### src/rtl/gpio_bank_pkg.sv
package gpio_bank_pkg;
  typedef enum logic [1:0] {
    ACC_WRITE = 2'd0,
    ACC_SET   = 2'd1,
    ACC_CLEAR = 2'd2,
    ACC_FLIP  = 2'd3
  } acc_form_e;

  localparam logic [2:0] IX_DOUT  = 3'd0;
  localparam logic [2:0] IX_DIN   = 3'd1;
  localparam logic [2:0] IX_OE    = 3'd2;
  localparam logic [2:0] IX_ROUTE = 3'd3;
  localparam logic [2:0] IX_IEN   = 3'd4;
  localparam logic [2:0] IX_LEVEL = 3'd5;
  localparam logic [2:0] IX_POL   = 3'd6;
  localparam logic [2:0] IX_STAT  = 3'd7;

  // Apply one access form to a stored word
  function automatic logic [31:0] apply_form(input logic [31:0] cur,
                                             input logic [1:0] form,
                                             input logic [31:0] data);
    case (form)
      ACC_WRITE: apply_form = data;
      ACC_SET:   apply_form = cur | data;
      ACC_CLEAR: apply_form = cur & ~data;
      default:   apply_form = cur ^ data;
    endcase
  endfunction
endpackage

### src/rtl/gpio_sync2.sv
module gpio_sync2 #(
  parameter int W = 32
) (
  input  logic         clk,
  input  logic         rst_n,
  input  logic [W-1:0] d_async,
  output logic [W-1:0] q_sync
);
  logic [W-1:0] meta_q;

  always_ff @(posedge clk or negedge rst_n) begin
    if (!rst_n) begin
      meta_q <= '0;
      q_sync <= '0;
    end else begin
      meta_q <= d_async;
      q_sync <= meta_q;
    end
  end
endmodule

### src/rtl/gpio_trig_detect.sv
module gpio_trig_detect #(
  parameter int W = 32
) (
  input  logic         clk,
  input  logic         rst_n,
  input  logic [W-1:0] cur,
  input  logic [W-1:0] route,
  input  logic [W-1:0] lvl_sel,
  input  logic [W-1:0] pol_sel,
  output logic [W-1:0] hit
);
  logic [W-1:0] prev_q;

  always_ff @(posedge clk or negedge rst_n) begin
    if (!rst_n) prev_q <= '0;
    else        prev_q <= cur;
  end

  for (genvar p = 0; p < W; p++) begin : g_pin
    logic edge_up, edge_dn, lvl_match, cond;
    always_comb begin
      edge_up   = cur[p] & ~prev_q[p];
      edge_dn   = ~cur[p] & prev_q[p];
      lvl_match = (cur[p] == pol_sel[p]);
      if (lvl_sel[p]) cond = lvl_match;
      else            cond = pol_sel[p] ? edge_up : edge_dn;
      hit[p] = route[p] & cond;
    end
  end
endmodule

### src/rtl/gpio_regfile.sv
module gpio_regfile
  import gpio_bank_pkg::*;
#(
  parameter int W = 32
) (
  input  logic         clk,
  input  logic         rst_n,
  input  logic         wr,
  input  logic [2:0]   idx,
  input  logic [1:0]   form,
  input  logic [W-1:0] wdata,
  input  logic [W-1:0] din,
  input  logic [W-1:0] hit,
  output logic [W-1:0] rdata,
  output logic [W-1:0] dout_q,
  output logic [W-1:0] oe_q,
  output logic [W-1:0] route_q,
  output logic [W-1:0] ien_q,
  output logic [W-1:0] lvl_q,
  output logic [W-1:0] pol_q,
  output logic [W-1:0] stat_q
);
  logic [W-1:0] stat_clr;
  logic [W-1:0] nxt;

  assign nxt = W'(apply_form(32'(rdata), form, 32'(wdata)));
  assign stat_clr = (wr && idx == IX_STAT && form == ACC_CLEAR) ? wdata : '0;

  always_ff @(posedge clk or negedge rst_n) begin
    if (!rst_n) begin
      dout_q  <= '0;
      oe_q    <= '0;
      route_q <= '0;
      ien_q   <= '0;
      lvl_q   <= '0;
      pol_q   <= '0;
    end else if (wr) begin
      case (idx)
        IX_DOUT:  dout_q  <= nxt;
        IX_OE:    oe_q    <= nxt;
        IX_ROUTE: route_q <= nxt;
        IX_IEN: begin
          ien_q <= nxt;
          if (form == ACC_SET) route_q <= route_q | wdata;
        end
        IX_LEVEL: lvl_q <= nxt;
        IX_POL:   pol_q <= nxt;
        default: ;
      endcase
    end
  end

  // Detector sets win over software clears
  always_ff @(posedge clk or negedge rst_n) begin
    if (!rst_n) stat_q <= '0;
    else        stat_q <= (stat_q & ~stat_clr) | hit;
  end

  always_comb begin
    case (idx)
      IX_DOUT:  rdata = dout_q;
      IX_DIN:   rdata = din;
      IX_OE:    rdata = oe_q;
      IX_ROUTE: rdata = route_q;
      IX_IEN:   rdata = ien_q;
      IX_LEVEL: rdata = lvl_q;
      IX_POL:   rdata = pol_q;
      default:  rdata = stat_q;
    endcase
  end
endmodule

### src/rtl/gpio_bank.sv
module gpio_bank #(
  parameter int NPIN = 32,
  parameter int AW   = 5
) (
  input  logic            clk,
  input  logic            rst_n,
  input  logic            bus_wr,
  input  logic [AW-1:0]   bus_addr,
  input  logic [NPIN-1:0] bus_wdata,
  output logic [NPIN-1:0] bus_rdata,
  input  logic [NPIN-1:0] pad_in,
  output logic [NPIN-1:0] pad_out,
  output logic [NPIN-1:0] pad_oe,
  output logic            irq
);
  localparam int FORM_W = 2;

  logic [NPIN-1:0] din_s, hit_vec;
  logic [NPIN-1:0] dout_q, oe_q, route_q, ien_q, lvl_q, pol_q, stat_q;
  logic [2:0]        reg_idx;
  logic [FORM_W-1:0] reg_form;

  assign reg_idx  = bus_addr[AW-1:FORM_W];
  assign reg_form = bus_addr[FORM_W-1:0];

  gpio_sync2 #(.W(NPIN)) u_sync (
    .clk(clk), .rst_n(rst_n), .d_async(pad_in), .q_sync(din_s)
  );

  gpio_trig_detect #(.W(NPIN)) u_det (
    .clk(clk), .rst_n(rst_n), .cur(din_s), .route(route_q),
    .lvl_sel(lvl_q), .pol_sel(pol_q), .hit(hit_vec)
  );

  gpio_regfile #(.W(NPIN)) u_regs (
    .clk(clk), .rst_n(rst_n), .wr(bus_wr), .idx(reg_idx), .form(reg_form),
    .wdata(bus_wdata), .din(din_s), .hit(hit_vec), .rdata(bus_rdata),
    .dout_q(dout_q), .oe_q(oe_q), .route_q(route_q), .ien_q(ien_q),
    .lvl_q(lvl_q), .pol_q(pol_q), .stat_q(stat_q)
  );

  assign pad_oe  = oe_q;
  assign pad_out = dout_q & oe_q;
  assign irq     = |(stat_q & ien_q);
endmodule

### config.mk
export PLATFORM = sky130hd
export DESIGN_NAME = gpio_bank
export DESIGN_NICKNAME = d
export VERILOG_FILES = /design/src/rtl/gpio_bank_pkg.sv /design/src/rtl/gpio_sync2.sv /design/src/rtl/gpio_trig_detect.sv /design/src/rtl/gpio_regfile.sv /design/src/rtl/gpio_bank.sv
export SDC_FILE = /design/constraint.sdc
export NUM_CORES = 1
export LEC_CHECK = 0
export BUFFER_PORTS_ARGS = -buffer_cell sky130_fd_sc_hd__buf_2
export CORE_AREA = 5 5 236 238
export DETAILED_ROUTE_END_ITERATION = 7
export DIE_AREA = 0 0 241 243
export PLACE_DENSITY_LB_ADDON = 0.2
export SYNTH_ARGS = -nofsm -noshare
export SYNTH_HDL_FRONTEND = slang
export SYNTH_SLANG_ARGS = --single-unit
export TNS_END_PERCENT = 100
### constraint.sdc
create_clock -name clk -period 3.9 [get_ports clk]
set_input_delay 0.39 -clock clk [delete_from_list [all_inputs] [get_ports clk]]
set_output_delay 0.39 -clock clk [all_outputs]
set_load 0.05 [all_outputs]
After elaboration in Yosys (flattened, before gate mapping):

Cells that the tools add are included.

* equality and inequality tests: 42
* mux-type cells: 69
* bitwise operators: 170
* reductions and logical operators: 12

Operators with widths (number)
* 32-bit one-hot mux with 7 select lines: 1
* 32-bit bitwise AND: 4
* 1-bit bitwise AND: 96
* 32-bit bitwise OR: 3
* 32-bit one-hot mux with 3 select lines: 1
* 1-bit 2-to-1 mux: 64
* 32-bit 2-to-1 mux: 2
* 1-bit inverter: 64
* 32-bit inverter: 2
* 32-bit one-hot mux with 2 select lines: 1
* 1-bit equality test: 32
* 32-bit OR reduction: 1
* 32-bit bitwise XOR: 1
* 3-bit equality test, second input constant: 4
* 2-bit AND reduction: 5
* 3-bit by 2-bit equality test with 1-bit output, second input constant: 2
* 3-bit by 1-bit equality test with 1-bit output, second input constant: 1
* 3-bit logical NOT: 1
* 3-bit AND reduction: 1
* 2-bit by 1-bit equality test with 1-bit output, second input constant: 1
* 2-bit equality test, second input constant: 1
* 1-bit logical AND: 2
* 2-bit logical NOT: 1
* 2-bit by 1-bit inequality test with 1-bit output, second input constant: 1
* 2-bit nonzero test: 1

* register bits: 320

Depth between registers and ports, before layout:

* depth in word-level cells: 7
* depth in mapped cells: 14
* gate-level depth less buffers: 10

By module:

From an unflattened synthesis, not the netlist that was laid out.

* cell total of the unflattened synthesis: 1714
* area, all modules: 16455.8 sq um

Modules (own cells, without submodules)
* gpio_regfile: instances 1, cells an instance 1405, area an instance 12814.8 sq um, sequential area each 5605.4 sq um
* gpio_trig_detect: instances 1, cells an instance 192, area an instance 1681.6 sq um, sequential area each 800.8 sq um
* gpio_sync2: instances 1, cells an instance 64, area an instance 1601.5 sq um, sequential area each 1601.5 sq um
* gpio_bank: instances 1, cells an instance 53, area an instance 357.8 sq um, sequential area each 0.0 sq um

Worst setup path after synthesis:

Ideal clock, no wire load.

* path type: input to register
* start point: in bus_addr[4]
* end point: reg u_regs.pol_q[15]
* setup time: 81 ps
* arrival: 2601 ps
* required time: 3819 ps
* setup slack: 1218 ps
* stages on the path: 8
* cell sequence: buf_4 -> buf_6 -> buf_2 -> a21boi_0 -> a211o_1 -> a31oi_1 -> a21oi_1 -> a21oi_1

* word-level cells in the longest chain between the ends: 4
* elaborated cells between the ends (all ways): 13
* classes of those cells: eq/ne (6); mux (2); bitwise (3); reduce/logical (2)

RTL lines
* start, declared: RTL line gpio_bank.sv:8 `input logic [AW-1:0] bus_addr,`
* 3-bit equality test, or another cell as far along: RTL line gpio_regfile.sv:60 `case (idx)`
* 32-bit one-hot mux with 7 select lines *: RTL line gpio_regfile.sv:60
* net bus_rdata[15]: RTL line gpio_bank.sv:10 `output logic [NPIN-1:0] bus_rdata,`
* 32-bit bitwise XOR, or another cell as far along: RTL line gpio_bank_pkg.sv:26 `default: apply_form = cur ^ data;`
* 32-bit one-hot mux with 3 select lines *: RTL line gpio_bank_pkg.sv:22 `case (form)`
* end signal, assigned: RTL line gpio_regfile.sv:47 `IX_POL: pol_q <= nxt;`
* end, declared: RTL line gpio_regfile.sv:20 `output logic [W-1:0] pol_q,`

The timed path passes the listed nets; every way through them passes the cells marked *.
A chain may end at the register's enable or synchronous reset.

Worst setup path after layout:

* start point: in bus_addr[4]
* end point: out bus_rdata[19]

* word-level cells in the longest chain between the ends: 2
* elaborated cells between the ends (all ways): 8
* classes of those cells: eq/ne (6); mux (1); reduce/logical (1)

RTL lines (RTL line)
* 3-bit equality test, or another cell as far along: gpio_regfile.sv:60
* 32-bit one-hot mux with 7 select lines *: gpio_regfile.sv:60
* end, declared: gpio_bank.sv:10

Every way passes the cells marked *; elsewhere a longest branch is shown, timed or not.

==> flow_metrics.tcl <==
set metrics [dict create \
    drt_iter0_markers 1134 \
    clock_latency_ps 560 \
    synth_edf_count 0 \
    viasPerCell 5.22 \
    core_um2 53400 \
    fin_crit_ps 3190 \
    synth_area_um2 15700 \
    synthCells 1647 \
    outcome "finished clean" \
    synth_seq_cells 320 \
    cts_hold_buffers 33 \
    worst_setup_path_end_kind "primary output" \
    layout-drive-gt1-share_pct 18.4 \
    nets 1939 \
    io_pins 169 \
    grt_pass1_vias 13163 \
    post-place-ws_ps 483 \
    r2r_slack_ps 1290 \
    tightestPinTransition_ps 1070 \
    vias 13360 \
    fin_ws_ps 710 \
    drv_slew 0 \
    post-cts-setup-buffers 0 \
    period_share_pct 81.8 \
    cts_sinks 320 \
    cts_root_buf "clkbuf_16" \
    grtUsageTotal_pct 18.6 \
    final_common_cell "dfrtp_1" \
    die_x_um 241 \
    tns_ps 0 \
    crit_type "in2out" \
    grt_max_degree 88 \
    grt_antenna_before_repair 3 \
    leakage_nw 8.34 \
    port_buffers 168 \
    cts.htree.levels 2 \
    final_cell_mix "320 x dfrtp_1, 198 x a21oi_1, 186 x nand2_1" \
    power.density_nw_per_um2 586 \
    grt_pass1_wl_um 83900 \
    initial_core_util_pct 29.5 \
    clock.fmax_mhz 313 \
    place_hpwl_um 38100 \
    async_flop_share_pct 100 \
    dr.pass1.iters 5 \
    area_delta_synth_final_pct 21.1 \
    synth-seq-area-share_pct 50.9 \
    r2r_cells 10 \
    timing.slew.headroom_pct 28.9 \
    ys_types 51 \
    synth_warnings 0 \
    place_area_um2 17400 \
    overflow 0 \
    setup-violations-final 0 \
    ys.flop_type "dfrtp_1" \
    path_clk_slew_ps 60 \
    crit_arrival_ps 2800 \
    final_area_um2 19100 \
    die_area_um2 58600 \
    wirelength_um 55500 \
    clock-skew-final_ps 21.6 \
    hold_depth 3 \
    cts_made_buffers 39 \
    min_path_type "in2reg" \
    hold_violations 0 \
    cts_max_path_buffers 3 \
    drcViolationCount 0 \
    ir_drop_mv 0.340 \
    rsz0062_at_grt "false" \
    crit_fanout 42 \
    fp.dieH_um 243 \
    gp_congestion 0.829 \
    crit_required_ps 3510 \
    rows 85 \
    post_cts_resized 0 \
    synth_fp_nets 1751 \
    start_kind "primary input" \
    drtAntennaViolNets 0 \
    wl_per_cell_um 21.7 \
    syn_area_per_cell_um2 9.56 \
    cts_tree "done" \
    maxCapViolations 0 \
]
-- cell type report --
| class | count | area [um2] |
|---|---|---|
| fillers | 5442 | 34300 |
| flip-flops and latches | 320 | 8010 |
| multi-input cells | 1180 | 7150 |
| repair buffers | 248 | 1560 |
| clock buffers | 56 | 1120 |
| well taps | 696 | 871 |
| clock inverters | 11 | 190 |
| inverters | 46 | 173 |
| diodes | 1 | 2.50 |
-- sequential cells by signal (all words and copies together) (netlist names) --
signal,cells
u_regs.ien_q,32
u_regs.lvl_q,32
u_det.prev_q,32
u_sync.q_sync,32
u_regs.stat_q,32
u_sync.meta_q,32
u_regs.pol_q,32
u_regs.dout_q,32
u_regs.route_q,32
u_regs.oe_q,32
-- synth_stat cells (11+ instances only) --
cell,number,area [um2]
a22o_1,35,307
o31ai_1,32,240
o22ai_1,12,75.1
or2_2,12,75.1
nand2b_1,41,257
dfrtp_1,320,8010
mux2i_1,47,470
and2_1,49,307
mux2_2,33,372
o22a_1,15,131
nand2_1,186,698
clkbuf_1,66,248
a31oi_1,27,169
inv_1,46,173
o221ai_1,11,96.3
a22oi_1,21,158
buf_2,20,100
ha_1,32,400
nand3_1,36,180
o21ai_0,131,656
a21oi_1,198,991
nor2_1,168,631
-- logic make-up after synthesis --
family	after synthesis	synth area share, %
buffers and inverters	147	4.00
AOI/OAI and AO/OA	541	21.1
and+or+nand+nor	517	14.7
DFF	320	50.9
muxes	90	6.78
adders and majority gates	32	2.54
-- worst paths after layout --
| kind | from | to |
|---|---|---|
| worst max-delay path | bus_addr[4] | bus_rdata[19] |
| worst min-delay path | bus_wdata[14] | u_regs.stat_q[14]$_DFF_PN0_ |
| worst max register to register | u_sync.q_sync[2]$_DFF_PN0_ | u_regs.oe_q[2]$_DFFE_PN0P_ |
| worst min register to register | u_sync.meta_q[0]$_DFF_PN0_ | u_sync.q_sync[0]$_DFF_PN0_ |
| max in group asynchronous | rst_n | u_det.prev_q[1]$_DFF_PN0_ |
| min in group asynchronous | rst_n | u_regs.ien_q[31]$_DFFE_PN0P_ |
-- through the flow --
step	std cells	power (mW)	hold WS, ps	utilization, %
after CTS	2557	11.3	98.6	35.7
after floorplan	1647	6.42	94.4	-
after detailed placement	2457	7.44	335	32.6
after global routing	2557	11.8	114	35.7
after global placement	2457	7.39	332	32.6
final	2558	11.2	133	35.7
-- critical path, stage by stage --
cell	delay (ps)
buf_4	440
buf_4	570
nand2b_1	510
o221ai_1	300
a21oi_1	270
buf_2	300
-- routing by layer --
metal  GRT usage, %  share of wire (%)  vias up
li1               -                  -     6236
met1           26.0                 45     6587
met2           29.5                 47      441
met3           3.45                5.9       94
met4           5.33                2.7        2
met5              0              0.025        -
-- where the power goes --
group	switching, mW	internal (mW)	total, mW
clock	1.45	2.32	3.77
sequential	0.609	3.88	4.49
combinational	1.94	0.973	2.92
total	4.00	7.17	11.2
Power figures use the tool's default switching activity.
